## src/rtl/insn_dec_pkg.sv

```systemverilog
package insn_dec_pkg;
  localparam int BYTE_W = 8;
  localparam int WORD_W = 2 * BYTE_W;
  localparam int CODE_W = 3;
  localparam int NAME_W = CODE_W + 1;
  localparam int LEN_W  = 3;
  localparam int CNT_W  = 2;

  localparam logic [5:0]        OPC_MOVE   = 6'b100010;
  localparam logic [6:0]        OPC_MOVI   = 7'b1100011;
  localparam logic [CODE_W-1:0] RM_DIRECT  = 3'b110;

  typedef enum logic [1:0] {
    CLS_NONE = 2'd0,
    CLS_MOVE = 2'd1,
    CLS_MOVI = 2'd2
  } op_class_e;

  typedef enum logic [1:0] {
    ST_OP, ST_MODRM, ST_DISP, ST_IMM
  } dec_state_e;

  typedef struct packed {
    op_class_e          cls;
    logic               dir;
    logic               wide;
    logic [1:0]         mode;
    logic [NAME_W-1:0]  reg_name;
    logic               rm_is_reg;
    logic [NAME_W-1:0]  rm_name;
    logic               direct;
    logic [WORD_W-1:0]  disp;
    logic [WORD_W-1:0]  imm;
    logic [LEN_W-1:0]   len;
  } dec_rec_t;
endpackage

```

## src/rtl/insn_dec_len.sv

```systemverilog
module insn_dec_len
  import insn_dec_pkg::*;
(
  input  logic [1:0]        mode_i,
  input  logic [CODE_W-1:0] rm_i,
  input  logic              is_movi_i,
  input  logic              wide_i,
  output logic [CNT_W-1:0]  disp_n_o,
  output logic [CNT_W-1:0]  imm_n_o,
  output logic              direct_o,
  output logic              rm_is_reg_o
);
  assign direct_o    = (mode_i == 2'b00) && (rm_i == RM_DIRECT);
  assign rm_is_reg_o = (mode_i == 2'b11);

  always_comb begin
    unique case (mode_i)
      2'b00:   disp_n_o = direct_o ? CNT_W'(2) : CNT_W'(0);
      2'b01:   disp_n_o = CNT_W'(1);
      2'b10:   disp_n_o = CNT_W'(2);
      default: disp_n_o = CNT_W'(0);
    endcase
  end

  assign imm_n_o = !is_movi_i ? CNT_W'(0) : (wide_i ? CNT_W'(2) : CNT_W'(1));
endmodule

```

## src/rtl/insn_dec_regname.sv

```systemverilog
module insn_dec_regname #(
  parameter int CODE_W = 3
) (
  input  logic              wide_i,
  input  logic [CODE_W-1:0] code_i,
  output logic [CODE_W:0]   name_o
);
  // byte bank occupies names 0..7, word bank 8..15
  assign name_o = {wide_i, code_i};
endmodule

```

## src/rtl/insn_dec_core.sv

```systemverilog
module insn_dec_core
  import insn_dec_pkg::*;
(
  input  logic              clk_i,
  input  logic              rst_ni,
  input  logic              byte_valid_i,
  input  logic [BYTE_W-1:0] byte_i,
  output logic              byte_ready_o,
  output logic              fin_o,
  output logic              bad_o,
  output dec_rec_t          rec_o
);
  dec_state_e        state_q, state_d;
  logic [BYTE_W-1:0] op_q, op_d, modrm_q, modrm_d;
  logic [WORD_W-1:0] disp_q, disp_d, imm_q, imm_d;
  logic [CNT_W-1:0]  cnt_q, cnt_d;
  logic              lo_q, lo_d;
  logic              ready_q;

  logic              acc;
  logic [BYTE_W-1:0] mode_src;
  logic              is_move_b, is_movi_b, is_movi_q;
  logic [CNT_W-1:0]  disp_n, imm_n;
  logic              direct, rm_is_reg;
  logic [NAME_W-1:0] reg_name, rm_name;

  assign acc          = byte_valid_i && ready_q;
  assign byte_ready_o = ready_q;
  assign is_move_b    = (byte_i[7:2] == OPC_MOVE);
  assign is_movi_b    = (byte_i[7:1] == OPC_MOVI);
  assign is_movi_q    = (op_q[7:1] == OPC_MOVI);
  // mode byte is live on the input during its own cycle
  assign mode_src     = (state_q == ST_MODRM) ? byte_i : modrm_q;

  insn_dec_len u_len (
    .mode_i      (mode_src[7:6]),
    .rm_i        (mode_src[CODE_W-1:0]),
    .is_movi_i   (is_movi_q),
    .wide_i      (op_q[0]),
    .disp_n_o    (disp_n),
    .imm_n_o     (imm_n),
    .direct_o    (direct),
    .rm_is_reg_o (rm_is_reg)
  );

  insn_dec_regname #(.CODE_W(CODE_W)) u_reg_name (
    .wide_i (op_q[0]),
    .code_i (modrm_d[5:3]),
    .name_o (reg_name)
  );

  insn_dec_regname #(.CODE_W(CODE_W)) u_rm_name (
    .wide_i (op_q[0] & rm_is_reg),
    .code_i (modrm_d[CODE_W-1:0]),
    .name_o (rm_name)
  );

  always_comb begin
    state_d = state_q;
    op_d    = op_q;
    modrm_d = modrm_q;
    disp_d  = disp_q;
    imm_d   = imm_q;
    cnt_d   = cnt_q;
    lo_d    = lo_q;
    fin_o   = 1'b0;
    bad_o   = 1'b0;
    if (acc) begin
      unique case (state_q)
        ST_OP: begin
          if (is_move_b || is_movi_b) begin
            op_d    = byte_i;
            disp_d  = '0;
            imm_d   = '0;
            state_d = ST_MODRM;
          end else begin
            bad_o = 1'b1;
          end
        end
        ST_MODRM: begin
          modrm_d = byte_i;
          if (is_movi_q && (byte_i[5:3] != 3'b000)) begin
            bad_o   = 1'b1;
            state_d = ST_OP;
          end else if (disp_n != '0) begin
            state_d = ST_DISP;
            cnt_d   = disp_n;
            lo_d    = 1'b1;
          end else if (imm_n != '0) begin
            state_d = ST_IMM;
            cnt_d   = imm_n;
            lo_d    = 1'b1;
          end else begin
            fin_o   = 1'b1;
            state_d = ST_OP;
          end
        end
        ST_DISP: begin
          // low byte lands sign-extended; a high byte overwrites the top half
          if (lo_q) disp_d = {{BYTE_W{byte_i[BYTE_W-1]}}, byte_i};
          else      disp_d = {byte_i, disp_q[BYTE_W-1:0]};
          lo_d  = 1'b0;
          cnt_d = cnt_q - CNT_W'(1);
          if (cnt_q == CNT_W'(1)) begin
            if (imm_n != '0) begin
              state_d = ST_IMM;
              cnt_d   = imm_n;
              lo_d    = 1'b1;
            end else begin
              fin_o   = 1'b1;
              state_d = ST_OP;
            end
          end
        end
        default: begin
          if (lo_q) imm_d = {{BYTE_W{1'b0}}, byte_i};
          else      imm_d = {byte_i, imm_q[BYTE_W-1:0]};
          lo_d  = 1'b0;
          cnt_d = cnt_q - CNT_W'(1);
          if (cnt_q == CNT_W'(1)) begin
            fin_o   = 1'b1;
            state_d = ST_OP;
          end
        end
      endcase
    end
  end

  always_comb begin
    rec_o.cls       = is_movi_q ? CLS_MOVI : CLS_MOVE;
    rec_o.dir       = op_q[1];
    rec_o.wide      = op_q[0];
    rec_o.mode      = modrm_d[7:6];
    rec_o.reg_name  = reg_name;
    rec_o.rm_is_reg = rm_is_reg;
    rec_o.rm_name   = rm_name;
    rec_o.direct    = direct;
    rec_o.disp      = disp_d;
    rec_o.imm       = imm_d;
    rec_o.len       = LEN_W'(2) + LEN_W'(disp_n) + LEN_W'(imm_n);
  end

  always_ff @(posedge clk_i or negedge rst_ni) begin
    if (!rst_ni) begin
      state_q <= ST_OP;
      op_q    <= '0;
      modrm_q <= '0;
      disp_q  <= '0;
      imm_q   <= '0;
      cnt_q   <= '0;
      lo_q    <= 1'b0;
      ready_q <= 1'b0;
    end else begin
      state_q <= state_d;
      op_q    <= op_d;
      modrm_q <= modrm_d;
      disp_q  <= disp_d;
      imm_q   <= imm_d;
      cnt_q   <= cnt_d;
      lo_q    <= lo_d;
      ready_q <= 1'b1;
    end
  end

  p_cnt_live_r8: assert property (@(posedge clk_i) disable iff (!rst_ni)
    (state_q == ST_DISP || state_q == ST_IMM) |-> (cnt_q != '0));

  p_no_accept_in_reset_r1: assert property (@(posedge clk_i) disable iff (!rst_ni)
    !ready_q |=> (state_q == ST_OP));
endmodule

```

## src/rtl/insn_field_dec.sv

```systemverilog
module insn_field_dec
  import insn_dec_pkg::*;
(
  input  logic               clk_i,
  input  logic               rst_ni,
  input  logic               byte_valid_i,
  input  logic [BYTE_W-1:0]  byte_i,
  output logic               byte_ready_o,
  output logic               done_o,
  output logic               illegal_o,
  output logic [1:0]         op_class_o,
  output logic               dir_o,
  output logic               wide_o,
  output logic [1:0]         mode_o,
  output logic [NAME_W-1:0]  reg_name_o,
  output logic               rm_is_reg_o,
  output logic [NAME_W-1:0]  rm_name_o,
  output logic               direct_o,
  output logic [WORD_W-1:0]  disp_o,
  output logic [WORD_W-1:0]  imm_o,
  output logic [LEN_W-1:0]   len_o
);
  logic     fin, bad;
  dec_rec_t rec_nx, rec_q;
  logic     done_q, bad_q;

  insn_dec_core u_core (
    .clk_i        (clk_i),
    .rst_ni       (rst_ni),
    .byte_valid_i (byte_valid_i),
    .byte_i       (byte_i),
    .byte_ready_o (byte_ready_o),
    .fin_o        (fin),
    .bad_o        (bad),
    .rec_o        (rec_nx)
  );

  always_ff @(posedge clk_i or negedge rst_ni) begin
    if (!rst_ni) begin
      rec_q  <= '0;
      done_q <= 1'b0;
      bad_q  <= 1'b0;
    end else begin
      done_q <= fin;
      bad_q  <= bad;
      if (fin) rec_q <= rec_nx;
    end
  end

  assign done_o      = done_q;
  assign illegal_o   = bad_q;
  assign op_class_o  = rec_q.cls;
  assign dir_o       = rec_q.dir;
  assign wide_o      = rec_q.wide;
  assign mode_o      = rec_q.mode;
  assign reg_name_o  = rec_q.reg_name;
  assign rm_is_reg_o = rec_q.rm_is_reg;
  assign rm_name_o   = rec_q.rm_name;
  assign direct_o    = rec_q.direct;
  assign disp_o      = rec_q.disp;
  assign imm_o       = rec_q.imm;
  assign len_o       = rec_q.len;

  p_done_illegal_excl_r11: assert property (@(posedge clk_i) disable iff (!rst_ni)
    !(done_o && illegal_o));

  p_done_pulse_r10: assert property (@(posedge clk_i) disable iff (!rst_ni)
    done_o |=> !done_o);

  p_rec_hold_r10: assert property (@(posedge clk_i) disable iff (!rst_ni)
    !done_o |-> ($stable(disp_o) && $stable(imm_o) && $stable(len_o) && $stable(reg_name_o)));

  p_len_range_r10: assert property (@(posedge clk_i) disable iff (!rst_ni)
    done_o |-> (len_o >= LEN_W'(2) && len_o <= LEN_W'(6)));

  p_short_disp_sext_r7: assert property (@(posedge clk_i) disable iff (!rst_ni)
    (done_o && mode_o == 2'b01) |-> (disp_o[WORD_W-1:BYTE_W] == {BYTE_W{disp_o[BYTE_W-1]}}));

  p_no_disp_r6: assert property (@(posedge clk_i) disable iff (!rst_ni)
    (done_o && !direct_o && (mode_o == 2'b00 || mode_o == 2'b11)) |-> (disp_o == '0));

  p_move_no_imm_r9: assert property (@(posedge clk_i) disable iff (!rst_ni)
    (done_o && op_class_o == 2'(CLS_MOVE)) |-> (imm_o == '0));

  p_movi_reg_zero_r3: assert property (@(posedge clk_i) disable iff (!rst_ni)
    (done_o && op_class_o == 2'(CLS_MOVI)) |-> (reg_name_o[CODE_W-1:0] == '0));
endmodule

```

## config.mk

```make
export PLATFORM = sky130hd
export DESIGN_NAME = insn_field_dec
export DESIGN_NICKNAME = d
export VERILOG_FILES = /design/src/rtl/insn_dec_pkg.sv /design/src/rtl/insn_dec_len.sv /design/src/rtl/insn_dec_regname.sv /design/src/rtl/insn_dec_core.sv /design/src/rtl/insn_field_dec.sv
export SDC_FILE = /design/constraint.sdc
export NUM_CORES = 1
export LEC_CHECK = 0
export CAP_MARGIN = 5
export CORE_ASPECT_RATIO = 0.9
export CORE_MARGIN = 2
export CORE_UTILIZATION = 55
export CTS_CLUSTER_SIZE = 8
export DETAILED_ROUTE_END_ITERATION = 16
export DONT_BUFFER_PORTS = 1
export PLACE_DENSITY = 0.7
export SLEW_MARGIN = 10
export SYNTH_ARGS = -nofsm -noshare
export SYNTH_HDL_FRONTEND = slang
export SYNTH_HIERARCHICAL = 1
export SYNTH_SLANG_ARGS = --single-unit
export TNS_END_PERCENT = 50
```

## constraint.sdc

```tcl
create_clock -name clk_i -period 4.1 [get_ports clk_i]
set_input_delay 0.82 -clock clk_i [delete_from_list [all_inputs] [get_ports clk_i]]
set_output_delay 0.82 -clock clk_i [all_outputs]
set_load 0.02 [all_outputs]
```

==> impl_metrics.csv <==
group,metric,value,unit
setup_path,reg2reg_slack,0.97,ns
power,ir_drop,0.376,mV
sta,fin_setup_tns,0,ns
setup_path,crit_buf_inv,2,
setup_path,crit_chain,"inv_1, ha_1, mux2_2, nor2b_1, or4_1, a21oi_4, buf_12, mux2_2",
yosys,netlist_instances,356,
clocking,cts_setup_buffers,0,
route,wl_per_cell,20.5,um
sta,fin_worst_skew,0.0113,ns
setup_path,cp_top_family,"multiplexers",
grt,grt_util_met1,28.6,%
clocking,htreeDepth,3,
setup_path,crit_start,"u_core/state_q[1]",
setup_path,path_depth,8,
sta,finalSetupViolations,0,
power,switching_share,36.5,%
route,vias,2717,
clocking,cts.sinks,107,
sta,report.final.slew_viol_count,0,
sta,relSlewSlack,28.0,%
setup_path,cpMaxStageDelayCell,"or4_1",
cells_and_area,n_antenna_cell,0,
cells_and_area,design_area,0.00508,mm2
floorplanning,die_h,94.3,um
power,pwr_density_cell,673,mW/mm2
grt,antenna_found_initial,0,
yosys,synth-async-reset-ratio,100,%
power,power.leakage,2.39,nW
setup_path,timing.rr.start,"u_core/state_q[1]",
grt,grt.overflow.total,0,
setup_path,critPathKind,"register to register",
setup_path,arrival,3.40,ns
setup_path,cp_common_cell,"mux2_2",
yosys,yosys-top-cells-count,"dfrtp_1, mux2_4, mux2_2",
setup_path,required,4.37,ns
sta,setup_slack,0.969,ns
sta,max_freq,319,MHz
setup_path,slowest_delay,0.57,ns
yosys,yosys.area.top_type,"dfrtp_1",
grt,grt-busiest-layer,"met2",
cells_and_area,drive_gt1_share,28.4,%
power,clockPowerShare,17.9,%
yosys,yosysMostFrequentCell,"dfrtp_1",
floorplanning,rows,32,
cells_and_area,areaGrowthSynthToFinish,1.88,%
sta,worst_pin_slew,1.08,ns
sta,hold_viol,0,
outcome,outcome,"finished, final reports clean",
route,dr.pass1.iters,4,
sta,period_minus_slack,3.13,ns
power,intPower,2.17,mW
route,vias_per_cell,5.91,
floorplanning,pin_count,65,
setup_path,r2r_end,"len_o[0]",
grt,grt_start_max_net_pins,108,
setup_path,crit_end,"len_o[0]",
yosys,ys_warn_count,6,
grt,track_usage,20.6,%
placed_design,gp_congestion,0.891,
min_path,worst_hold_path_type,"input pin to async pin",
route,post-route-drc-count,0,
yosys,syn_avg_cell_area,14.0,um2
clocking,path_clk_slew,0.10,ns
power,power_switching,1.25,mW
route,first_iter_violations,173,
grt,grt_first_pass_wirelength,15500,um
placed_design,hpwl,6030,um
grt,grt_pass1_vias,2782,
yosys,synth-edff-count,0,
cells_and_area,fin_nets,355,
yosys,synth-seq-cells,107,
route,final_antenna_net_count,0,
clocking,cts_buffers,9,
yosys,ys_seq_area_share,53.7,%
yosys,syn_nets,375,
placed_design,postPlaceCellArea,0.00489,mm2
clocking,postCtsHoldBufs,0,
setup_path,end_kind,"register",
floorplanning,core-area,0.00869,mm2
placed_design,port_buffers,0,
yosys,synth_top_area_share,53.7,%
power,p_seq_share,52.4,%
yosys,synth_cell_types,52,
cells_and_area,fill_cells,709,
grt,use_met2,29.6,%
floorplanning,start_util,57.4,%
clocking,clockBufferDepth,2,
setup_path,critPathMaxFanout,38,
clocking,cts-resized-gates,0,
sta,fin_crit_sh,76.4,%
job,maxCapViolations,0,
yosys,synth_area,0.00499,mm2
placed_design,place_ws,1.00,ns
grt,use_met3,6.56,%
power,combPwrFrac,29.7,%
yosys,synth_area_leaders,"dfrtp_1, mux2_4, mux2_2, a22o_1, buf_4",
yosys,ys.flop_type,"dfrtp_1",
sta,grt_setup_unrepaired,"false",
clocking,cts_tree,"done",
setup_path,worst_r2r_path_depth,8,
floorplanning,die-area,0.00985,mm2
setup_path,start_kind,"register",
clocking,cts-root-buf,"clkbuf_8",
clocking,clkLatencyLatePin,0.38,ns
route,wl,9430,um
floorplanning,die_w,104,um
state kept, by name (all words and copies together) (netlist names), 3 cells and up:
signal          count
reg_name_o          4
len_o               3
rm_name_o           4
disp_o             16
u_core/modrm_q      8
u_core/disp_q      16
imm_o              16
u_core/op_q         8
u_core/imm_q       16
per-layer routing:
metal	vias to the layer above	part of all wire [%]
met2	72	43
met5	-	0
met1	1390	47
li1	1230	-
met4	0	2.8
met3	25	6.5
worst min-delay path by stage:
stage / end / cells past startpoint / startpoint / slack [ns]
5_1_grt: dir_o / 0 / rst_ni / 0.10
3_5_place_dp: u_core/op_q[7] / 1 / u_core/op_q[7] / 0.46
4_1_cts: u_core/modrm_q[3] / 0 / rst_ni / 0.11
3_3_place_gp: u_core/op_q[7] / 1 / u_core/op_q[7] / 0.45
6_report: dir_o / 0 / rst_ni / 0.13
2_1_floorplan: u_core/op_q[7] / 1 / u_core/op_q[7] / 0.43
final cells by class:
cell class	count	area, um2	share of cell area (%)
sequential	107	2680	52.7
multi-input combinational	201	1980	39.1
inverter	15	56.3	1.11
clock inverter	7	62.6	1.23
clock buffer	9	124	2.44
tap	119	149	2.93
timing repair buffer	2	27.5	0.542
cells by family after synthesis:
family | synth area share (%)
flip-flops | 53.7
multiplexers | 19.9
AO/OA/AOI/OAI | 10.9
AND/OR/NAND/NOR | 6.55
buffers and inverters | 6.75
adder cells (fa/ha/maj) | 2.01
other | 0.0752
XOR/XNOR | 0.176
power by group through the flow:
stage                     Sequential, mW  Combinational (mW)  Clock, mW
after floorplan                     1.73               0.988          0
after global placement              1.81               0.980          0
after detailed placement            1.81                1.01          0
after CTS                           1.80                1.01      0.629
after global routing                1.84                1.11      0.673
final                               1.79                1.01      0.613
through the flow:
step,hold WS [ns],cells,util [%],power [mW]
6_report,0.132,460,58.5,3.42
3_5_place_dp,0.460,444,56.3,2.82
3_3_place_gp,0.454,444,56.3,2.79
4_1_cts,0.108,460,58.5,3.44
5_1_grt,0.102,460,58.5,3.62
2_1_floorplan,0.435,356,-,2.72
placed cells by master (no fill, tap or decap), types with 2 or more instances in the layout:
| master | count |
|---|---|
| clkbuf_8 | 9 |
| nor2b_1 | 9 |
| mux2_2 | 20 |
| a211o_1 | 3 |
| a22o_1 | 17 |
| or4_1 | 2 |
| ha_1 | 8 |
| o21ai_0 | 6 |
| or3_1 | 2 |
| dfrtp_1 | 107 |
| nor2_1 | 3 |
| mux2_4 | 51 |
| o31ai_1 | 2 |
| a221o_1 | 7 |
| a31oi_1 | 8 |
| nor3b_1 | 2 |
| a21oi_1 | 5 |
| inv_1 | 14 |
| inv_6 | 2 |
| nand2_1 | 14 |
| and2_1 | 6 |
| clkinv_2 | 2 |
| o22ai_1 | 2 |
| o2bb2ai_1 | 7 |
| nand2b_1 | 3 |
No activity file was read; power rests on OpenSTA's default activity.
